===== src/rtl/gpio_ctrl_pkg.sv =====
package gpio_ctrl_pkg;

    typedef enum logic [3:0] {
        FN_DIR  = 4'd0,
        FN_POL  = 4'd1,
        FN_LVL  = 4'd2,
        FN_SET  = 4'd3,
        FN_CLR  = 4'd4,
        FN_REN  = 4'd5,
        FN_FEN  = 4'd6,
        FN_HEN  = 4'd7,
        FN_LEN  = 4'd8,
        FN_STAT = 4'd9,
        FN_EDGE = 4'd10
    } gpio_fn_e;

    localparam int FN_W = 4;

endpackage


===== src/rtl/gpio_sync.sv =====
module gpio_sync #(
    parameter int W      = 32,
    parameter int STAGES = 2
) (
    input  logic         clk,
    input  logic         rst_n,
    input  logic [W-1:0] d,
    output logic [W-1:0] q
);
    logic [W-1:0] stage_q [STAGES];
    logic [W-1:0] stage_d [STAGES];

    always_comb begin
        stage_d[0] = d;
        for (int i = 1; i < STAGES; i++) begin
            stage_d[i] = stage_q[i-1];
        end
    end

    always_ff @(posedge clk or negedge rst_n) begin
        if (!rst_n) begin
            for (int i = 0; i < STAGES; i++) stage_q[i] <= '0;
        end else begin
            for (int i = 0; i < STAGES; i++) stage_q[i] <= stage_d[i];
        end
    end

    assign q = stage_q[STAGES-1];
endmodule


===== src/rtl/gpio_bank.sv =====
module gpio_bank
    import gpio_ctrl_pkg::*;
#(
    parameter int W = 32
) (
    input  logic            clk,
    input  logic            rst_n,
    input  logic            wr_en,
    input  logic [FN_W-1:0] wr_fn,
    input  logic [W-1:0]    wdata,
    input  logic [FN_W-1:0] rd_fn,
    output logic [W-1:0]    rdata,
    input  logic [W-1:0]    pin_in,
    output logic [W-1:0]    pin_out,
    output logic [W-1:0]    pin_oe,
    output logic            irq_any
);
    typedef struct packed {
        logic [W-1:0] dir;
        logic [W-1:0] pol;
        logic [W-1:0] outv;
        logic [W-1:0] ren;
        logic [W-1:0] fen;
        logic [W-1:0] hen;
        logic [W-1:0] len;
        logic [W-1:0] ist;
        logic [W-1:0] est;
        logic [W-1:0] prev;
    } bank_regs_t;

    bank_regs_t   st_q, st_d;
    logic [W-1:0] sync_lvl;
    logic [W-1:0] det_lvl, ev_rise, ev_fall, ev_level, st_clr, ed_clr;

    gpio_sync #(.W(W), .STAGES(2)) u_sync (
        .clk  (clk),
        .rst_n(rst_n),
        .d    (pin_in),
        .q    (sync_lvl)
    );

    always_comb begin
        st_d     = st_q;
        det_lvl  = sync_lvl ^ st_q.pol;
        ev_rise  = det_lvl & ~st_q.prev & st_q.ren;
        ev_fall  = ~det_lvl & st_q.prev & st_q.fen;
        ev_level = (det_lvl & st_q.hen) | (~det_lvl & st_q.len);
        st_clr   = (wr_en && wr_fn == FN_STAT) ? wdata : '0;
        ed_clr   = (wr_en && wr_fn == FN_EDGE) ? wdata : '0;
        if (wr_en) begin
            case (gpio_fn_e'(wr_fn))
                FN_DIR:  st_d.dir  = wdata;
                FN_POL:  st_d.pol  = wdata;
                FN_SET:  st_d.outv = st_q.outv | wdata;
                FN_CLR:  st_d.outv = st_q.outv & ~wdata;
                FN_REN:  st_d.ren  = wdata;
                FN_FEN:  st_d.fen  = wdata;
                FN_HEN:  st_d.hen  = wdata;
                FN_LEN:  st_d.len  = wdata;
                default: ;
            endcase
        end
        st_d.ist  = (st_q.ist & ~st_clr) | ev_rise | ev_fall | ev_level;
        st_d.est  = (st_q.est & ~ed_clr) | ev_rise | ev_fall;
        st_d.prev = det_lvl;
    end

    always_ff @(posedge clk or negedge rst_n) begin
        if (!rst_n) st_q <= '0;
        else        st_q <= st_d;
    end

    always_comb begin
        case (gpio_fn_e'(rd_fn))
            FN_DIR:  rdata = st_q.dir;
            FN_POL:  rdata = st_q.pol;
            FN_LVL:  rdata = sync_lvl;
            FN_REN:  rdata = st_q.ren;
            FN_FEN:  rdata = st_q.fen;
            FN_HEN:  rdata = st_q.hen;
            FN_LEN:  rdata = st_q.len;
            FN_STAT: rdata = st_q.ist;
            FN_EDGE: rdata = st_q.est;
            default: rdata = '0;
        endcase
    end

    assign pin_out = st_q.outv;
    assign pin_oe  = st_q.dir;
    assign irq_any = |st_q.ist;

    p_oe_needs_write_r3: assert property (@(posedge clk) disable iff (!rst_n)
        !$stable(pin_oe) |-> $past(wr_en && wr_fn == FN_DIR));

    p_out_needs_strobe_r4: assert property (@(posedge clk) disable iff (!rst_n)
        !$stable(pin_out) |-> $past(wr_en && (wr_fn == FN_SET || wr_fn == FN_CLR)));

    p_status_drop_needs_clear_r9: assert property (@(posedge clk) disable iff (!rst_n)
        (|($past(st_q.ist) & ~st_q.ist)) |-> $past(wr_en && wr_fn == FN_STAT));

    p_edge_also_in_status_r10: assert property (@(posedge clk) disable iff (!rst_n)
        ((st_q.est & ~$past(st_q.est) & ~st_q.ist) == '0));
endmodule


===== src/rtl/gpio_banked_ctrl.sv =====
module gpio_banked_ctrl
    import gpio_ctrl_pkg::*;
#(
    parameter int NUM_BANKS = 3,
    parameter int BANK_W    = 32,
    parameter int ADDR_W    = 8
) (
    input  logic                        clk,
    input  logic                        rst_n,
    input  logic                        bus_en,
    input  logic                        bus_we,
    input  logic [ADDR_W-1:0]           bus_addr,
    input  logic [BANK_W-1:0]           bus_wdata,
    output logic [BANK_W-1:0]           bus_rdata,
    output logic                        bus_ready,
    input  logic [NUM_BANKS*BANK_W-1:0] pin_in,
    output logic [NUM_BANKS*BANK_W-1:0] pin_out,
    output logic [NUM_BANKS*BANK_W-1:0] pin_oe,
    output logic                        irq
);
    localparam int BK_W    = 2;
    localparam int BK_LSB  = 2;
    localparam int FN_LSB  = BK_LSB + BK_W;

    typedef struct packed {
        logic              ready;
        logic [BANK_W-1:0] rdata;
    } bus_regs_t;

    bus_regs_t         bus_q, bus_d;
    logic [FN_W-1:0]   acc_fn;
    logic [BK_W-1:0]   acc_bk;
    logic              acc_hit;
    logic [BANK_W-1:0] bank_rd [NUM_BANKS];
    logic [NUM_BANKS-1:0] bank_irq;
    logic [BANK_W-1:0] rd_sel;

    assign acc_fn  = bus_addr[FN_LSB +: FN_W];
    assign acc_bk  = bus_addr[BK_LSB +: BK_W];
    assign acc_hit = (acc_fn <= FN_EDGE) && (32'(acc_bk) < NUM_BANKS)
                     && (bus_addr[BK_LSB-1:0] == '0);

    for (genvar b = 0; b < NUM_BANKS; b++) begin : g_bank
        gpio_bank #(.W(BANK_W)) u_bank (
            .clk    (clk),
            .rst_n  (rst_n),
            .wr_en  (bus_en && bus_we && acc_hit && (acc_bk == BK_W'(b))),
            .wr_fn  (acc_fn),
            .wdata  (bus_wdata),
            .rd_fn  (acc_fn),
            .rdata  (bank_rd[b]),
            .pin_in (pin_in[b*BANK_W +: BANK_W]),
            .pin_out(pin_out[b*BANK_W +: BANK_W]),
            .pin_oe (pin_oe[b*BANK_W +: BANK_W]),
            .irq_any(bank_irq[b])
        );
    end

    always_comb begin
        rd_sel = '0;
        for (int b = 0; b < NUM_BANKS; b++) begin
            if (acc_bk == BK_W'(b)) rd_sel = bank_rd[b];
        end
        bus_d.ready = bus_en;
        bus_d.rdata = (bus_en && !bus_we && acc_hit) ? rd_sel : '0;
    end

    always_ff @(posedge clk or negedge rst_n) begin
        if (!rst_n) bus_q <= '0;
        else        bus_q <= bus_d;
    end

    assign bus_ready = bus_q.ready;
    assign bus_rdata = bus_q.rdata;
    assign irq       = |bank_irq;

    p_ready_follows_r12: assert property (@(posedge clk) disable iff (!rst_n)
        bus_en |=> bus_ready);

    p_ready_has_cause_r12: assert property (@(posedge clk) disable iff (!rst_n)
        bus_ready |-> $past(bus_en));

    p_unmapped_reads_zero_r2: assert property (@(posedge clk) disable iff (!rst_n)
        (bus_en && !bus_we && !acc_hit) |=> (bus_rdata == '0));

    p_irq_holds_r11: assert property (@(posedge clk) disable iff (!rst_n)
        (irq && !(bus_en && bus_we && acc_fn == FN_STAT)) |=> irq);
endmodule


===== config.mk =====
export PLATFORM = sky130hd
export DESIGN_NAME = gpio_banked_ctrl
export DESIGN_NICKNAME = d
export VERILOG_FILES = /design/src/rtl/gpio_ctrl_pkg.sv /design/src/rtl/gpio_sync.sv /design/src/rtl/gpio_bank.sv /design/src/rtl/gpio_banked_ctrl.sv
export SDC_FILE = /design/constraint.sdc
export NUM_CORES = 2
export LEC_CHECK = 0
export BUFFER_PORTS_ARGS = -buffer_cell sky130_fd_sc_hd__clkbuf_2
export CORE_ASPECT_RATIO = 1.75
export CORE_MARGIN = 2
export CORE_UTILIZATION = 60
export CTS_CLUSTER_DIAMETER = 40
export CTS_CLUSTER_SIZE = 14
export DETAILED_ROUTE_END_ITERATION = 12
export PLACE_DENSITY = 0.91
export REMOVE_ABC_BUFFERS = 1
export SETUP_SLACK_MARGIN = 0.15
export SLEW_MARGIN = 20
export SYNTH_ARGS = -nofsm -noshare
export SYNTH_HDL_FRONTEND = slang
export SYNTH_SLANG_ARGS = --single-unit

===== constraint.sdc =====
create_clock -name clk -period 2.15 [get_ports clk]
set_input_delay 0.215 -clock clk [delete_from_list [all_inputs] [get_ports clk]]
set_output_delay 0.215 -clock clk [all_outputs]
set_load 0.01 [all_outputs]

# Word-level counts from Yosys, hierarchy flattened
# Cells that the tools add are included.
[word_totals]
register_bits = 1185
latchBits = 0
ram_bits = 0
mem_bits_ro = 0
inputBits = 140
output_inout_bits = 226
n_memories = 0
[classes]
add_sub_neg = 0
mul = 0
div_mod_pow = 0
n_lt_le_gt_ge = 2
eq_ne = 12
shift = 0
mux = 16
n_bitwise = 64
n_reduce_logical = 42
[ops]
columns = ["op", "n"]
rows = [
  ["bitwise AND 32 bit", 27],
  ["one-hot mux 32 bit (9 select lines)", 3],
  ["OR 32 bit", 21],
  ["inverter 32 bit", 13],
  ["two-way mux 32 bit", 10],
  ["one-hot mux 32 bit (2 select lines)", 3],
  ["OR reduction 96 bit", 1],
  ["bitwise XOR 32 bit", 3],
  ["AND reduction 2 bit", 21],
  ["equality test 4 x 3 -> 1 bit (second input constant)", 4],
  ["logical AND 1 bit", 15],
  ["equality test 4 bit (second input constant)", 3],
  ["equality test 4 x 2 -> 1 bit (second input constant)", 2],
  ["equality test 4 x 1 -> 1 bit (second input constant)", 1],
  ["less-or-equal comparator 4 bit (second input constant)", 1],
  ["zero test 2 bit", 2],
  ["zero test 4 bit", 1],
  ["equality test 2 x 1 -> 1 bit (second input constant)", 1],
  ["equality test 2 bit (second input constant)", 1],
  ["less-than comparator 2 bit (second input constant)", 1],
  ["nonzero test 2 bit", 1],
  ["zero test 1 bit", 1],
]

# Longest topological paths before layout
[logic_depth]
word_depth = 12
ltp_mapped = 10

# Modules after synthesis
# A second synthesis with hierarchy kept.
[hier_totals]
hier_cells = 4429
area_unflattened_um2 = 53547.6
[modules_own_cells]
columns = ["module", "instances", "cells_per_inst", "area_each_um2", "seq_area_each_um2"]
rows = [
  ["gpio_bank", 3, 1350, 15596.2, 8007.7],
  ["gpio_sync", 3, 64, 1601.5, 1601.5],
  ["gpio_banked_ctrl", 1, 187, 1954.4, 825.8],
]

# Worst setup path after synthesis
# Ideal clock, no wire load.
[synth_timing]
path_kind = "input to register"
from = "input port bus_addr[2]"
to = "register g_bank[0].u_bank.st_q[129] (netlist name)"
setup_ps = 125
arrival_time_ps = 1824
required_ps = 2025
slack_ps = 201
stages = 8
path_cell_list = "buf_6 a211oi_2 o2111ai_2 buf_6 nand2b_4 nor2_4 buf_6 mux2_2"
[synth_via]
elab_chain_len = 6
elab_cells_between_ends = 7
[synth_lines]
columns = ["item", "line_no", "source"]
rows = [
  ["start: declaration", "gpio_banked_ctrl.sv:12", "input logic [ADDR_W-1:0] bus_addr,"],
  ["less-than comparator 2 bit", "gpio_banked_ctrl.sv:40", "assign acc_hit = (acc_fn <= FN_EDGE) && (32'(acc_bk) < NUM_BANKS)"],
  ["logical AND 1 bit", "gpio_banked_ctrl.sv:40", ""],
  ["logical AND 1 bit", "gpio_banked_ctrl.sv:41", "&& (bus_addr[BK_LSB-1:0] == '0);"],
  ["logical AND 1 bit", "gpio_banked_ctrl.sv:47", ".wr_en (bus_en && bus_we && acc_hit && (acc_bk == BK_W'(b))),"],
  ["logical AND 1 bit *", "gpio_banked_ctrl.sv:47", ""],
  ["AND reduction 2 bit (no line) *", "--", ""],
  ["end signal: assignment", "gpio_bank.sv:70", "else st_q <= st_d;"],
  ["end: declaration", "gpio_bank.sv:31", "bank_regs_t st_q, st_d;"],
]
# Every way passes the cells marked *; elsewhere a longest branch is shown, timed or not.
# A chain may end at the register's enable or synchronous reset.

# Final worst setup path
[layout_timing]
from = "register g_bank[1].u_bank.st_q[67] (netlist name)"
to = "output port irq"
[layout_via]
elab_chain_len = 1
[layout_lines]
columns = ["item", "line_no", "source"]
rows = [
  ["start: declaration", "gpio_bank.sv:31", ""],
  ["start signal: assignment", "gpio_bank.sv:70", ""],
  ["OR reduction 96 bit", "gpio_banked_ctrl.sv:75", "assign irq = |bank_irq;"],
  ["end: declaration", "gpio_banked_ctrl.sv:19", "output logic irq"],
]
# Every way passes these cells.

==> impl_results.md <==
* I/O pin cnt at 366
* Tcrit/Tclk final at 1.31
* RSZ-0062 raised after global routing: true
* Final Hold Viols at 0
* Syn. warnings at 0
* DR pass1 iterations at 7
* Seq/Total Area, Yosys at 0.553
* Nets at 5,171
* WL/cell at 33.3 um
* Post-synth ARST share at 1.00
* Yosys cell types at 74
* Syn Inst Count at 4,513
* Failing checks: negative setup slack
* All-layer global routing usage at 0.456
* Peak supply drop at 0.806 mV
* Slowest cell on the critical path: dfrtp_2
* Cts bufs inserted at 117
* Vias at 44,100
* Post-synth EDFFs at 0
* LEAKAGE at 30.2 nW
* Worst path most repeated cell: nor4_4
* Number of antenna violations at the first check in global routing at 5
* Pwr Density at 831 mW/mm^2
* CP peak stage delay at about 0.54 ns
* Starting DRT DRC Count at 5,746
* Worst Path Buf+Inv at 2
* Status: finished, violations left
* Gr ovfl total at 0
* Clock transition at path regs at roughly 0.070 ns
* Die ar. at between 0.09 and 0.1 mm^2
* Clock Latency Late Sink at between 0.7 and 0.8 ns
* CP endpoint kind: output port
* Final Wtd Congestion at 1.02
* CTS tree: built
* Pre-CTS setup slack at -0.606 ns
* Initial Util at 0.603
* Max-Cap Viols at 0
* Core area at 0.0889 mm^2
* Crit Path Max Fanout at 2
* CP Cell Sequence: nor4_4 > buf_4 > nand4_1 > nor4_4 > nand2_2 > clkbuf_2
* Worst Hold Class: input pin to flip-flop
* Critical Path AT at around 2.6 ns
* Slew HR at 0.435
* Clock buffer depth at 3
* Post-DP HPWL at 138,000 um
* Yosys reg bits at about 1,200
* Setup_tns at -0.658 ns
* Fin Clk Skew at 0.0246 ns
* Setup WS post-layout at -0.658 ns
* Clock sink count at 1,185
* Via-to-Cell Ratio at between 7 and 8
* Ys flop type: dfrtp_1
* Die Y at 399 um
* Routed Antenna Nets at 0
* Syn Area/Cell at 11.9 um^2
* Worst Tran Pin Value at 0.848 ns
* Sw Ratio at 0.279
* Power share of the sequential group at 0.494
* Crit path time final at 2.81 ns
* Share of cells above drive strength 1 at 0.319
* # setup viols final at 1
* DRC errors left at 0
* Layout area overhead at 18.4%
* Post-Syn Area at 0.0536 mm^2
* DRT Wirelength at 210,000 um
* Req. time, crit path at 1.93 ns
* Combinational share of power at 0.109
* Hold slack at 0.0840 ns
* Root cell of the clock tree: clkbuf_16
* Final slew viol count at 0
* Clk network pwr share at 0.397
* Port bufs at 365
* Cell Int Power at 38.0 mW
* CP top delay family: simple AND/OR/NAND/NOR gates
* Vias in the first global route at ~45,000
* Die extent in x at 230 um
* F_max at 356 MHz
* Switching pwr at 14.7 mW
* FP Rows at between 100 and 150
* Critical path type: flip-flop to output port
* First-pass GRT wire length at roughly 300,000 um
* Largest net degree at the start of global routing at 109
* H-Tree Depth at 3
* Startpoint Class: flip-flop
-- routing by layer --
metal / track usage / share of wire
met1: 0.518 / 0.32
met2: 0.691 / 0.44
met3: 0.146 / 0.12
met4: 0.403 / 0.12
met5: 0.000530 / 0.00011
-- cells in the mapped netlist (13+ instances only) --
| cell | instances | area [um^2] |
|---|---|---|
| nor4_1 | 41 | 257 |
| a221o_1 | 100 | 1000 |
| a221oi_1 | 40 | 350 |
| o21ai_0 | 255 | 1280 |
| nor2_4 | 19 | 214 |
| a21oi_1 | 264 | 1320 |
| nand2_1 | 349 | 1310 |
| and3b_1 | 13 | 114 |
| a21o_1 | 99 | 743 |
| buf_6 | 42 | 473 |
| nor2_1 | 158 | 593 |
| mux2_1 | 67 | 754 |
| nor3b_1 | 13 | 97.6 |
| a31oi_1 | 98 | 613 |
| mux2i_1 | 106 | 1060 |
| dfrtp_1 | 1185 | 29700 |
| xor2_1 | 96 | 841 |
| a22oi_1 | 177 | 1330 |
| nor2b_1 | 102 | 638 |
| o22ai_1 | 57 | 357 |
| mux2_2 | 536 | 6040 |
| buf_4 | 237 | 1780 |
| nor3_1 | 23 | 115 |
| a22o_1 | 30 | 263 |
| clkbuf_1 | 146 | 548 |
| buf_2 | 95 | 475 |
| o221ai_1 | 15 | 131 |
| a2111oi_0 | 13 | 114 |
| a211oi_1 | 14 | 105 |
-- path summary, 6_finish.rpt --
check / depth (start not counted) / slack [ns] / from / to
max: 6 / -0.66 / g_bank[1].u_bank.st_q[67] / irq
min: 3 / 0.08 / bus_addr[2] / bus_rdata[30]
max reg2reg: 5 / 0.12 / g_bank[1].u_bank.pin_oe[14] / bus_rdata[14]
min reg2reg: 0 / 0.34 / g_bank[2].u_bank.u_sync.stage_d[21] / g_bank[2].u_bank.u_sync.q[21]
max in group asynchronous: 4 / 0.60 / rst_n / g_bank[0].u_bank.st_q[83]
min in group asynchronous: 3 / 0.50 / rst_n / g_bank[1].u_bank.st_q[152]
-- stage by stage --
step	std cells	util	instance area (um^2)	power [mW]
global placement	5980	0.657	58400	31.0
global route	6281	0.714	63500	53.9
detailed placement	5980	0.657	58400	31.2
finish	6286	0.714	63500	52.7
floorplan	3988	-	50300	27.3
CTS	6279	0.713	63400	52.1
-- power by group through the flow --
stage | clock network (mW) | logic [mW] | registers (mW)
floorplan | 0 | 2.19 | 25.2
global placement | 0 | 5.00 | 26.0
detailed placement | 0 | 5.16 | 26.0
CTS | 20.9 | 5.49 | 25.7
global route | 21.9 | 6.01 | 26.1
finish | 20.9 | 5.77 | 26.0
-- worst register-to-register path: stages (launching register included) --
cell       delay [ns]
dfrtp_1          0.51
mux4_2           0.50
and2_1           0.17
a2111oi_1        0.43
nor4_1           0.12
buf_4            0.18
-- placed cells by master, fill, tap and decap left out, drive strengths merged, types with 13 or more instances in the layout --
| cell type | synthesis | final |
|---|---|---|
| inv | 4 | 21 |
| clkinv | 1 | 22 |
| a22oi | 177 | 177 |
| clkbuf | 146 | 494 |
| and3b | 13 | 13 |
| o21ai | 256 | 256 |
| a31oi | 98 | 98 |
| o22ai | 57 | 57 |
| clkinvlp | 0 | 13 |
| a211oi | 15 | 15 |
| dlygate4sd3 | 0 | 99 |
| nor2b | 103 | 103 |
| a221o | 100 | 100 |
| nor3b | 16 | 16 |
| xor2 | 96 | 96 |
| a221oi | 41 | 41 |
| mux2 | 603 | 603 |
| nor3 | 32 | 32 |
| a22o | 30 | 30 |
| buf | 379 | 464 |
| mux2i | 106 | 106 |
| o221ai | 15 | 15 |
| a21o | 99 | 99 |
| nor2 | 177 | 177 |
| a21oi | 264 | 264 |
| a2111oi | 13 | 13 |
| nor4 | 42 | 42 |
| nand2 | 349 | 349 |
| dfrtp | 1185 | 1185 |
-- registers in the layout, indices dropped and copies added, names as in the netlist, named ones only --
signal	cells
g_bank.u_bank.pin_oe	96
g_bank.u_bank.u_sync.q	96
bus_rdata	32
g_bank.u_bank.u_sync.stage_d	96
g_bank.u_bank.st_q	768
bus_ready	1
-- layout make-up --
class / instances / area [um^2]
multi-input cells: 2798 / 20900
fillers: 5979 / 25400
diodes: 5 / 12.5
flip-flops and latches: 1185 / 29700
clock inverters: 60 / 683
inverters: 5 / 18.8
repair buffers: 924 / 7600
well taps: 1176 / 1470
clock buffers: 133 / 3130
-- timing repair --
item,CTS,global route
pin swaps,9,1
buffers inserted,6,1
setup endpoints to repair,2,5
hold buffers,100,0
cloned,0,1
gates resized for setup,24,10
hold endpoints to repair,958,0
-- logic make-up (layout without fill, tap and decap cells) --
group | after synthesis | count (layout) | share of synthesized area
compound gates | 1209 | 1209 | 0.150
flops | 1185 | 1185 | 0.553
simple gates | 782 | 782 | 0.0726
mux | 711 | 711 | 0.147
buf+inv | 530 | 1122 | 0.0618
xor+xnor | 96 | 96 | 0.0157
other cells | 0 | 5 | 0
No activity file was read; power rests on OpenSTA's default activity.
